==> config.mk <==
export PLATFORM = sky130hd
export DESIGN_NAME = wdt_core
export DESIGN_NICKNAME = d
export VERILOG_FILES = /design/src/rtl/wdt_pkg.sv /design/src/rtl/wdt_prescaler.sv /design/src/rtl/wdt_basic_timer.sv /design/src/rtl/wdt_counter.sv /design/src/rtl/wdt_core.sv
export SDC_FILE = /design/constraint.sdc
export NUM_CORES = 1
export LEC_CHECK = 0
export BUFFER_PORTS_ARGS = -buffer_cell sky130_fd_sc_hd__buf_2
export CORE_MARGIN = 4
export CORE_UTILIZATION = 61
export DETAILED_ROUTE_END_ITERATION = 10
export HOLD_SLACK_MARGIN = 0.03
export PLACE_DENSITY = 0.85
export SYNTH_ARGS = -nofsm -noshare
export SYNTH_HDL_FRONTEND = slang
export SYNTH_SLANG_ARGS = --single-unit
==> constraint.sdc <==
create_clock -name clk -period 2.1 [get_ports clk]
set_input_delay 0.105 -clock clk [delete_from_list [all_inputs] [get_ports clk]]
set_output_delay 0.105 -clock clk [all_outputs]
set_load 0.1 [all_outputs]
==> src/rtl/wdt_pkg.sv <==
package wdt_pkg;
  typedef enum logic [1:0] {
    ADR_MODE  = 2'd0,
    ADR_SEL   = 2'd1,
    ADR_CLEAR = 2'd2
  } wdt_addr_e;

  localparam logic [7:0] KEY_OFF    = 8'h5A;
  localparam logic [7:0] MODE_RESET = 8'hA5;
  localparam int         CLR_BIT    = 3;
endpackage

==> src/rtl/wdt_prescaler.sv <==
module wdt_prescaler #(
  parameter int TAP0 = 12,
  parameter int TAP1 = 9,
  parameter int TAP2 = 7,
  parameter int TAP3 = 5
) (
  input  logic       clk,
  input  logic       rst,
  input  logic [2:0] sel,
  output logic       tick
);
  localparam int PRE_W = TAP0;
  localparam int SH_W  = $clog2(PRE_W + 1);
  localparam logic [SH_W-1:0] SH0 = SH_W'(TAP0);
  localparam logic [SH_W-1:0] SH1 = SH_W'(TAP1);
  localparam logic [SH_W-1:0] SH2 = SH_W'(TAP2);
  localparam logic [SH_W-1:0] SH3 = SH_W'(TAP3);

  logic [PRE_W-1:0] pre_cnt;
  logic [PRE_W:0]   span;
  logic [PRE_W-1:0] mask;
  logic [SH_W-1:0]  sh;

  always_comb begin
    unique case (sel)
      3'b011:  sh = SH1;
      3'b101:  sh = SH2;
      3'b111:  sh = SH3;
      default: sh = SH0;
    endcase
    span = {{PRE_W{1'b0}}, 1'b1} << sh;
    mask = span[PRE_W-1:0] - {{(PRE_W-1){1'b0}}, 1'b1};
  end

  always_ff @(posedge clk) begin
    if (rst) begin
      pre_cnt <= '0;
      tick    <= 1'b0;
    end else begin
      pre_cnt <= pre_cnt + 1'b1;
      tick    <= ((pre_cnt & mask) == mask);
    end
  end
endmodule

==> src/rtl/wdt_basic_timer.sv <==
module wdt_basic_timer #(
  parameter int BT_W = 8
) (
  input  logic clk,
  input  logic rst,
  input  logic tick,
  output logic ovf
);
  logic [BT_W-1:0] cnt;

  always_ff @(posedge clk) begin
    if (rst) begin
      cnt <= '0;
      ovf <= 1'b0;
    end else begin
      ovf <= tick && (&cnt);
      if (tick) cnt <= cnt + 1'b1;
    end
  end

  AST_BT_IDLE: assert property (@(posedge clk) disable iff (rst) !tick |=> $stable(cnt));
  AST_BT_WRAP: assert property (@(posedge clk) disable iff (rst) ovf |-> cnt == '0);
endmodule

==> src/rtl/wdt_counter.sv <==
module wdt_counter #(
  parameter int WD_W = 3
) (
  input  logic clk,
  input  logic rst,
  input  logic en,
  input  logic clr,
  input  logic hold,
  input  logic bt_ovf,
  output logic req
);
  logic [WD_W-1:0] cnt;

  always_ff @(posedge clk) begin
    if (rst) begin
      cnt <= '0;
      req <= 1'b0;
    end else begin
      req <= 1'b0;
      if (!en || clr || hold) begin
        cnt <= '0;
      end else if (bt_ovf) begin
        if (&cnt) begin
          cnt <= '0;
          req <= 1'b1;
        end else begin
          cnt <= cnt + 1'b1;
        end
      end
    end
  end

  AST_REQ_PULSE: assert property (@(posedge clk) disable iff (rst) req |=> !req);
  AST_HOLD_ZERO: assert property (@(posedge clk) disable iff (rst) (hold || clr) |=> cnt == '0);
  AST_OFF_QUIET: assert property (@(posedge clk) disable iff (rst) !en |=> (!req && cnt == '0));
  AST_REQ_CAUSE: assert property (@(posedge clk) disable iff (rst)
                   req |-> ($past(bt_ovf) && $past(cnt) == {WD_W{1'b1}}));
endmodule

==> src/rtl/wdt_core.sv <==
module wdt_core #(
  parameter int TAP0 = 12,
  parameter int TAP1 = 9,
  parameter int TAP2 = 7,
  parameter int TAP3 = 5,
  parameter int BT_W = 8,
  parameter int WD_W = 3
) (
  input  logic       clk,
  input  logic       rst,
  input  logic       wr_en,
  input  logic [1:0] wr_addr,
  input  logic [7:0] wr_data,
  input  logic       cpu_stop,
  input  logic       cpu_wait,
  output logic       rst_req
);
  import wdt_pkg::*;

  logic [7:0] mode_q;
  logic [2:0] sel_q;
  logic       wd_en;
  logic       clr_hit;
  logic       tick;
  logic       bt_ovf;

  always_ff @(posedge clk) begin
    if (rst) begin
      mode_q <= MODE_RESET;
      sel_q  <= 3'b000;
    end else if (wr_en) begin
      if (wr_addr == ADR_MODE) mode_q <= wr_data;
      if (wr_addr == ADR_SEL)  sel_q  <= wr_data[2:0];
    end
  end

  assign wd_en   = (mode_q != KEY_OFF);
  assign clr_hit = wr_en && (wr_addr == ADR_CLEAR) && wr_data[CLR_BIT];

  wdt_prescaler #(.TAP0(TAP0), .TAP1(TAP1), .TAP2(TAP2), .TAP3(TAP3)) u_pre (
    .clk(clk), .rst(rst), .sel(sel_q), .tick(tick)
  );

  wdt_basic_timer #(.BT_W(BT_W)) u_bt (
    .clk(clk), .rst(rst), .tick(tick), .ovf(bt_ovf)
  );

  wdt_counter #(.WD_W(WD_W)) u_wd (
    .clk(clk), .rst(rst), .en(wd_en), .clr(clr_hit),
    .hold(cpu_stop || cpu_wait), .bt_ovf(bt_ovf), .req(rst_req)
  );

  AST_KEY_OFF: assert property (@(posedge clk) disable iff (rst)
                 (wr_en && wr_addr == ADR_MODE && wr_data == KEY_OFF) |=> !wd_en);
  AST_KEY_ON:  assert property (@(posedge clk) disable iff (rst)
                 (wr_en && wr_addr == ADR_MODE && wr_data != KEY_OFF) |=> wd_en);
endmodule

==> flow_summary_export.csv <==
group,metric,value,unit
floorplan,start_util,63.5,%
floorplan,die_y,58.8,um
min_path,hold_path.class,"in -> reg",
clock_tree,post_cts_buffers,0,
detailed_routing,first_iter_violations,38,
power_and_ir_drop,vdd_drop_max,725,uV
clock_tree,cts_num_sinks,37,
clock_tree,clock-root-buffer,"clkbuf_4",
sta,setup_viol,0,
global_routing,grt_pass1_wl,5390,um
global_routing,grt_max_degree,36,
worst_setup_path,crit_slowest_cell,"a2111oi_0",
clock_tree,cts_made_buffers,5,
floorplan,row_count,18,
layout,insertedDiodeCount,0,
sta,max-slew-margin-rel,61.2,%
detailed_routing,drc,0,
floorplan,dieArea,0.00346,mm2
detailed_routing,detail_route.wirelength,2980,um
placed_design,place.gp.congestion,0.725,
clock_tree,post_cts_resized,0,
worst_setup_path,critPathRequiredTime,2.39,ns
layout,drive_above_1_share,14.0,%
sta,finalClockSkew,0.00199,ns
worst_setup_path,cpPeakStageDelay,0.46,ns
power_and_ir_drop,powerDensity,647,mW/mm2
layout,nets,213,
synthesis,syn_inst,168,
job,drv_cap,0,
global_routing,grt_pass1_vias,1328,
global_routing,overflow,0,
clock_tree,insertion_delay,0.34,ns
synthesis,synth_nets,188,
sta,fin_crit,1.60,ns
placed_design,dp.final_hpwl,2080,um
placed_design,place_area,0.00167,mm2
worst_setup_path,arrival,1.89,ns
detailed_routing,viasPerCell,5.77,
synthesis,synth_warnings,0,
layout,final_area,0.00180,mm2
synthesis,netlist_area,0.00157,mm2
worst_setup_path,path_cells,"nand2_1, ha_1, nor2_1, a2111oi_0, o2111a_1",
worst_setup_path,cp-end-kind,"flop",
sta,hold_viol_final,0,
detailed_routing,routedWlPerCell,13.4,um
status,status,"complete, no violations",
synthesis,postSynthAreaPerCell,9.37,um2
synthesis,ys_types,32,
clock_tree,hold_buffers,8,
detailed_routing,dr.pass1.iters,4,
sta,fmax,624,MHz
clock_tree,cts_tree,"done",
worst_setup_path,critical_path_class,"reg -> reg",
sta,period_share,76.4,%
sta,tns,0,ns
synthesis,synth-seq-cells,37,
clock_tree,clockBufferDepth,2,
floorplan,die_w,58.8,um
sta,holdWs,0.0930,ns
sta,tightest_slew,0.582,ns
worst_setup_path,crit_path_max_fanout,4,
floorplan,core,0.00248,mm2
layout,utilization,72.8,%
clock_tree,clk_pin_slew_worst_paths,0.10,ns
global_routing,grt_usage,20.6,%
sta,rsz0062_at_grt,"no",
worst_setup_path,start_kind,"flop",
detailed_routing,route.vias.total,1286,
detailed_routing,antenna_left,0,
clock_tree,htreeDepth,2,
sta,final-max-slew-violation-count,0,
floorplan,io_pins,16,
power_and_ir_drop,leakagePower,0.663,nW
global_routing,antenna_found_initial,0,
placed_design,io_buffers,15,
layout,area_growth,14.5,%
synthesis,synth-seq-area-share,47.1,%
==> placed cells by master (no fill, tap or decap), types with 2 or more instances in the layout <==
cell and count:
o31ai_1 2, dlygate4sd3_1 8, or3_1 4, nor3_1 6
or4bb_1 2, ha_1 5, nand3_1 8, xnor2_1 3
dfxtp_1 37, clkbuf_4 5, mux2i_1 10, xor2_1 4
a21oi_1 10, or4_1 3, nor2b_1 6, nand4_1 4
inv_1 3, o21ai_0 9, nor2_1 20, or3_2 2
buf_2 15, nand3b_1 2, nand2_1 9, a211o_1 4
==> sequential cells by signal (all words and copies together) (netlist names) <==
register,cells
u_wd.req,1
u_pre.pre_cnt,12
u_bt.ovf,1
mode_q,8
u_pre.tick,1
u_bt.cnt,8
sel_q,3
u_wd.cnt,3
==> where the power goes <==
part           total (W)  leakage [nW]  internal [W]  switching [W]
Combinational  0.0000717         0.332     0.0000387      0.0000330
Sequential      0.000725         0.300      0.000715      0.0000103
Clock           0.000370        0.0314      0.000158       0.000212
Total            0.00117         0.663      0.000911       0.000256
==> logic make-up (layout without fill, tap and decap cells) <==
family	after synthesis	count (layout)	share of synthesized area, %
AND/OR/NAND/NOR	72	72	25.1
flip-flops	37	37	47.1
AO/OA/AOI/OAI	27	27	10.5
multiplexers	11	11	7.07
buffers and inverters	9	34	2.38
XOR/XNOR	7	7	3.90
adder cells (fa/ha/maj)	5	5	3.97
==> critical path: cells and delay by family, from the launching register on <==
family,cells,cell delay (ns)
AOI/OAI and AO/OA,2,0.71
adders and majority gates,1,0.30
DFF,1,0.38
and+or+nand+nor,2,0.17
==> Yosys cell counts <==
library cell   n  area [um2]
nand2b_1       1        6.26
nand4b_1       1        8.76
nor3_1         6        30.0
nand3_1        8        40.0
o31ai_1        2        15.0
or4_1          3        22.5
nand2_1        9        33.8
or4bb_1        2        22.5
inv_1          3        11.3
dfxtp_1       37         741
nor3b_2        1        12.5
nor2_1        20        75.1
nand3b_1       2        15.0
clkbuf_1       3        11.3
a21oi_1       10        50.1
nand4_2        1        12.5
nor2b_1        6        37.5
xor2_1         4        35.0
xnor2_1        3        26.3
a211o_1        4        35.0
o2111a_1       1        11.3
nor3b_1        1        7.51
nor4_1         1        6.26
or3_2          2        15.0
ha_1           5        62.6
nand4_1        4        25.0
buf_2          3        15.0
or3_1          4        25.0
mux2_2         1        11.3
o21ai_0        9        45.0
a2111oi_0      1        8.76
mux2i_1       10         100
==> worst paths after layout <==
kind,start,end,slack (ns),depth (start not counted)
setup / recovery,sel_q[0]$_SDFFE_PP0P_,u_pre.tick$_SDFF_PP0_,0.50,5
hold / removal,cpu_stop,u_wd.req$_SDFF_PP0_,0.09,4
setup reg to reg,sel_q[0]$_SDFFE_PP0P_,u_pre.tick$_SDFF_PP0_,0.50,5
hold reg to reg,mode_q[4]$_SDFFE_PP0P_,mode_q[4]$_SDFFE_PP0P_,0.50,2
==> area by class of cell <==
cell class | instances | area [um2]
Multi-Input combinational cell | 122 | 796
Sequential cell | 37 | 741
Fill cell | 185 | 674
Timing Repair Buffer | 24 | 163
Clock buffer | 7 | 55.1
Tap cell | 30 | 37.5
Inverter | 3 | 11.3
==> layer usage <==
metal  track usage [%]  wire length, um  part of all wire (%)
met2              35.8             1510                    51
met3              5.04              113                   3.8
met4              13.3               78                   2.6
met1              22.1             1280                    43
met5                 0                0                     0
==> per-stage QoR <==
step,worst slack [ns],total power [W],std cells
after global placement,0.708,0.000796,208
after global routing,0.275,0.00122,223
after floorplan,0.765,0.000777,168
after detailed placement,0.525,0.000800,208
after CTS,0.513,0.00118,223
final,0.496,0.00117,223
(Power assumes the default switching activity.)
